$ cat src/rtl/mapper_pkg.sv
package mapper_pkg;
  parameter int unsigned LOG_W  = 16;
  parameter int unsigned PAGE_W = 8;
  parameter int unsigned BANK_W = 3;
  localparam int unsigned PHYS_W = BANK_W + LOG_W;

  typedef enum logic {
    SEL_BANK  = 1'b0,
    SEL_BOUND = 1'b1
  } cfg_sel_e;
endpackage

$ cat src/rtl/mapper_rst_sync.sv
module mapper_rst_sync #(
  parameter int unsigned STAGES = 2
) (
  input  logic clk,
  input  logic rst_n,
  output logic rst_sync_n
);
  logic [STAGES-1:0] sync_q;

  always_ff @(posedge clk or negedge rst_n) begin
    if (!rst_n) sync_q <= '0;
    else        sync_q <= {sync_q[STAGES-2:0], 1'b1};
  end

  assign rst_sync_n = sync_q[STAGES-1];
endmodule

$ cat src/rtl/mapper_cfg_regs.sv
module mapper_cfg_regs
  import mapper_pkg::*;
#(
  parameter int unsigned PW = PAGE_W,
  parameter int unsigned BW = BANK_W
) (
  input  logic          clk,
  input  logic          rst_n,
  input  logic          wr_en,
  input  logic          sel,
  input  logic [PW-1:0] wdata,
  output logic [BW-1:0] bank_q,
  output logic [PW-1:0] bound_q,
  output logic          lock_q
);
  logic          ld_bank, ld_bound;
  logic [BW-1:0] bank_d;
  logic [PW-1:0] bound_d;
  logic          lock_d;

  // next-state
  always_comb begin
    ld_bank  = wr_en && (cfg_sel_e'(sel) == SEL_BANK);
    ld_bound = wr_en && (cfg_sel_e'(sel) == SEL_BOUND) && !lock_q;
    bank_d   = wdata[BW-1:0];
    bound_d  = wdata;
    lock_d   = 1'b1;
  end

  // registers with explicit enables
  always_ff @(posedge clk or negedge rst_n) begin
    if (!rst_n) begin
      bank_q  <= '0;
      bound_q <= '0;
      lock_q  <= 1'b0;
    end else begin
      if (ld_bank)  bank_q  <= bank_d;
      if (ld_bound) bound_q <= bound_d;
      if (ld_bound) lock_q  <= lock_d;
    end
  end
endmodule

$ cat src/rtl/mapper_xlate.sv
module mapper_xlate
  import mapper_pkg::*;
#(
  parameter int unsigned LW = LOG_W,
  parameter int unsigned PW = PAGE_W,
  parameter int unsigned BW = BANK_W,
  localparam int unsigned OW = BW + LW
) (
  input  logic [LW-1:0] log_addr,
  input  logic [BW-1:0] bank,
  input  logic [PW-1:0] bound,
  output logic [OW-1:0] phys
);
  logic [PW-1:0] page;
  logic          in_common;

  always_comb begin
    page      = log_addr[LW-1 -: PW];
    in_common = (page >= bound);
    phys      = {(in_common ? {BW{1'b0}} : bank), log_addr};
  end
endmodule

$ cat src/rtl/bank_mapper.sv
module bank_mapper
  import mapper_pkg::*;
(
  input  logic              clk,
  input  logic              rst_n,
  input  logic [LOG_W-1:0]  cpu_addr,
  input  logic              cfg_wr_en,
  input  logic              cfg_sel,
  input  logic [PAGE_W-1:0] cfg_wdata,
  output logic [PHYS_W-1:0] phys_addr,
  output logic              bound_locked
);
  logic              rst_sync_n;
  logic [BANK_W-1:0] bank_q;
  logic [PAGE_W-1:0] bound_q;

  mapper_rst_sync #(.STAGES(2)) rst_i (
    .clk(clk), .rst_n(rst_n), .rst_sync_n(rst_sync_n)
  );

  mapper_cfg_regs regs_i (
    .clk(clk), .rst_n(rst_sync_n), .wr_en(cfg_wr_en), .sel(cfg_sel),
    .wdata(cfg_wdata), .bank_q(bank_q), .bound_q(bound_q), .lock_q(bound_locked)
  );

  mapper_xlate xlate_i (
    .log_addr(cpu_addr), .bank(bank_q), .bound(bound_q), .phys(phys_addr)
  );
endmodule

$ cat config.mk
export PLATFORM = sky130hd
export DESIGN_NAME = bank_mapper
export DESIGN_NICKNAME = d
export VERILOG_FILES = /design/src/rtl/mapper_pkg.sv /design/src/rtl/mapper_rst_sync.sv /design/src/rtl/mapper_cfg_regs.sv /design/src/rtl/mapper_xlate.sv /design/src/rtl/bank_mapper.sv
export SDC_FILE = /design/constraint.sdc
export NUM_CORES = 1
export LEC_CHECK = 0
export BUFFER_PORTS_ARGS = -buffer_cell sky130_fd_sc_hd__buf_2
export CELL_PAD_IN_SITES_DETAIL_PLACEMENT = 1
export CELL_PAD_IN_SITES_GLOBAL_PLACEMENT = 2
export CORE_UTILIZATION = 27
export DETAILED_ROUTE_END_ITERATION = 16
export GPL_TIMING_DRIVEN = 0
export PLACE_DENSITY = 0.8
export RECOVER_POWER = 100
export SKIP_LAST_GASP = 1
export SLEW_MARGIN = 10
export SYNTH_ARGS = -nofsm -noshare
export SYNTH_HDL_FRONTEND = slang
export SYNTH_HIERARCHICAL = 1
export SYNTH_SLANG_ARGS = --single-unit
$ cat constraint.sdc
create_clock -name clk -period 3.9 [get_ports clk]
set_input_delay 0.39 -clock clk [delete_from_list [all_inputs] [get_ports clk]]
set_output_delay 0.39 -clock clk [all_outputs]
set_load 0.02 [all_outputs]
==> results.cfg <==
[cts]
cts_tree = yes
h-tree-depth = 1
post_cts_resized = 0
cts_sinks = 14
clk_latency_ps = 270
clock_tree.root_cell = clkbuf_4
clockBufferDepth = 2
cts_hold_buf = 1
cts_setup_buffers = 0
cts.clk_slew.worst_paths_ps = 80
cts_buffers = 3

[global_routing]
grt_max_degree = 13
grt.overflow.total = 0
antenna_found_initial = 0
grtUsageTotal_pct = 10.11
grt_pass1_wl_mm = 2.670
grt_pass1_vias = 651

[floorplanning]
coreArea_um2 = 3053
fp-row-count = 20
die_area_um2 = 3452
die_x_um = 58.75
start_util_pct = 28.48
die_h_um = 58.75
num_io_pins = 48

[setup_path]
crit_fanout = 3
regToRegEndpoint = regs_i/bound_q[0]
reg2reg_slack_ps = 2630
r2r_start = regs_i/lock_q
worst_setup_path_end_kind = output pin
critPathCapture = phys_addr[16]
critical_path_class = reg -> out
worstSetupStartpointType = flip-flop
reg2regPathDepth = 2
arrival_ps = 1900
crit_required_ps = 3510
crit_path_start = regs_i/bound_q[6]

[placement]
placed_cell_area_um2 = 1120
gp_congestion = 0.6684
dpl.hpwl_mm = 1.492
preCtsSetupSlack_ps = 1825
io_buffers = 39

[sta]
period_minus_slack_ps = 2286
worst_slack_ps = 1614
hold_viol = 0
fin_tns_setup_ps = 0
max_clock_freq_mhz = 437.5
finalSetupViolCount = 0
finalCritPeriodShare_pct = 58.61
holdWs_ps = 186.3
rsz0062_at_grt = false
skew_ps = 3.977
drv_slew = 0

[logic_synthesis]
syn_area_per_cell_um2 = 11.29
synth_seq_cells = 14
netlist_instances = 77
synth_seq_area_share_pct = 40.29
synth.distinct_cells = 17
ys_warn_count = 6
syn_nets = 113
syn_area_um2 = 869.6

[routing]
vias_per_cell = 4.061
detail_route.drc_violations = 0
wire_per_inst_um = 10.33
routed_wl_mm = 1.704
dr.first_iter.drc_count = 0
dr_total_vias = 670
dr.pass1.iters = 1
postRouteAntennaNets = 0

[pwr]
combPwrFrac_pct = 31.1
seqPwrFrac_pct = 43.8
p_switching_mw = 0.1228
p_leak_nw = 0.5693
max-vdd-ir-drop_mv = 0.1973
netSwitchingFraction_pct = 30.26
power.share.clock_pct = 25.1
internal_power_mw = 0.2829
p_per_area_nw_per_um2 = 360.3

[cells_and_area]
finalInstanceArea_um2 = 1126
fillerInstances = 368
diodes = 0
fin_nets = 158
final_core_util_pct = 36.89
register_area_um2 = 350.3
multi_input_area_um2 = 341.6
synthToLayoutAreaGrowth_pct = 29.50
drive_gt1_share_pct = 41.32

[hold_path]
hold_class = reg -> async

[flow_run]
max_cap_viol_count = 0

[run_status]
status = finished clean
-- worst max-delay path: stages (launching register included) --
cell      delay [ps]
dfrtp_1          350
inv_1             50
ha_1             280
a21o_1           180
a21o_1           190
a311oi_1         290
clkbuf_1         270
-- sequential cells by signal (all words and copies together) (netlist names) --
signal / cells
regs_i/bank_q: 3
regs_i/bound_q: 8
regs_i/lock_q: 1
rst_i/sync_q: 2
-- through the flow --
stage               total power [mW]  instances
floorplan                     0.2694         77
global placement              0.3062        160
global route                  0.4377        165
detailed placement            0.3140        160
CTS                           0.4188        165
finish                        0.4057        165
-- logic make-up (layout without fill, tap and decap cells) --
group / after synthesis / count (layout) / synth area share (%)
adder cells (fa/ha/maj): 8 / 8 / 11.51
AO/OA/AOI/OAI: 9 / 9 / 8.057
other: 1 / 1 / 0.4312
flip-flops: 14 / 14 / 40.29
buffers and inverters: 28 / 72 / 18.99
AND/OR/NAND/NOR: 6 / 6 / 6.476
multiplexers: 11 / 11 / 14.24
-- how the worst min path moves through the flow --
| stage | end | slack [ps] | cells after the start |
|---|---|---|---|
| floorplan | rst_i/sync_q[0] | 90 | 0 |
| global placement | rst_i/sync_q[0] | 180 | 1 |
| detailed placement | rst_i/sync_q[1] | 180 | 1 |
| CTS | regs_i/bank_q[1] | 200 | 0 |
| global route | regs_i/bank_q[1] | 240 | 0 |
| finish | regs_i/bank_q[1] | 190 | 0 |
-- layer usage --
metal	track usage (%)	routed length, um	vias up
li1	-	-	329
met1	11.13	655	311
met2	18.83	903	30
met3	1.978	145	0
met4	4.082	0	0
met5	0	0	-
-- power by group through the flow --
stage	Clock, mW	Combinational (mW)	Sequential [mW]
2_1_floorplan	0	0.0927	0.177
3_3_place_gp	0	0.126	0.180
3_5_place_dp	0	0.132	0.182
4_1_cts	0.107	0.134	0.178
5_1_grt	0.113	0.144	0.181
6_report	0.102	0.126	0.178
-- Yosys cell counts --
cell	number	share of area, %
a311oi_1	3	3.0
buf_4	16	14
nor3_1	1	0.57
o21ai_1	1	0.57
nor2b_1	1	0.72
nand3b_4	1	2.3
o21ai_0	1	0.57
inv_1	12	5.2
o21bai_2	1	1.3
conb_1	1	0.43
dfrtp_1	14	40
mux2_2	11	14
nand2b_1	1	0.72
nor4_2	1	1.4
and3_1	1	0.72
ha_1	8	12
a21o_1	3	2.6
-- cell usage in the layout (no fill, tap or decap), types with 3 or more instances in the layout --
cell / n
mux2_2: 11
a311oi_1: 3
a21o_1: 3
buf_2: 17
buf_4: 16
dfrtp_1: 14
ha_1: 8
clkbuf_1: 22
clkbuf_4: 3
inv_1: 12
-- layout make-up --
type / count / area share (%)
clock buffers: 4 / 3.222
multi-input cells: 35 / 30.33
flip-flops and latches: 14 / 31.11
repair buffers: 40 / 15.78
inverters: 12 / 4.000
plain buffers: 16 / 10.67
well taps: 44 / 4.889
No activity file was read; power rests on OpenSTA's default activity.
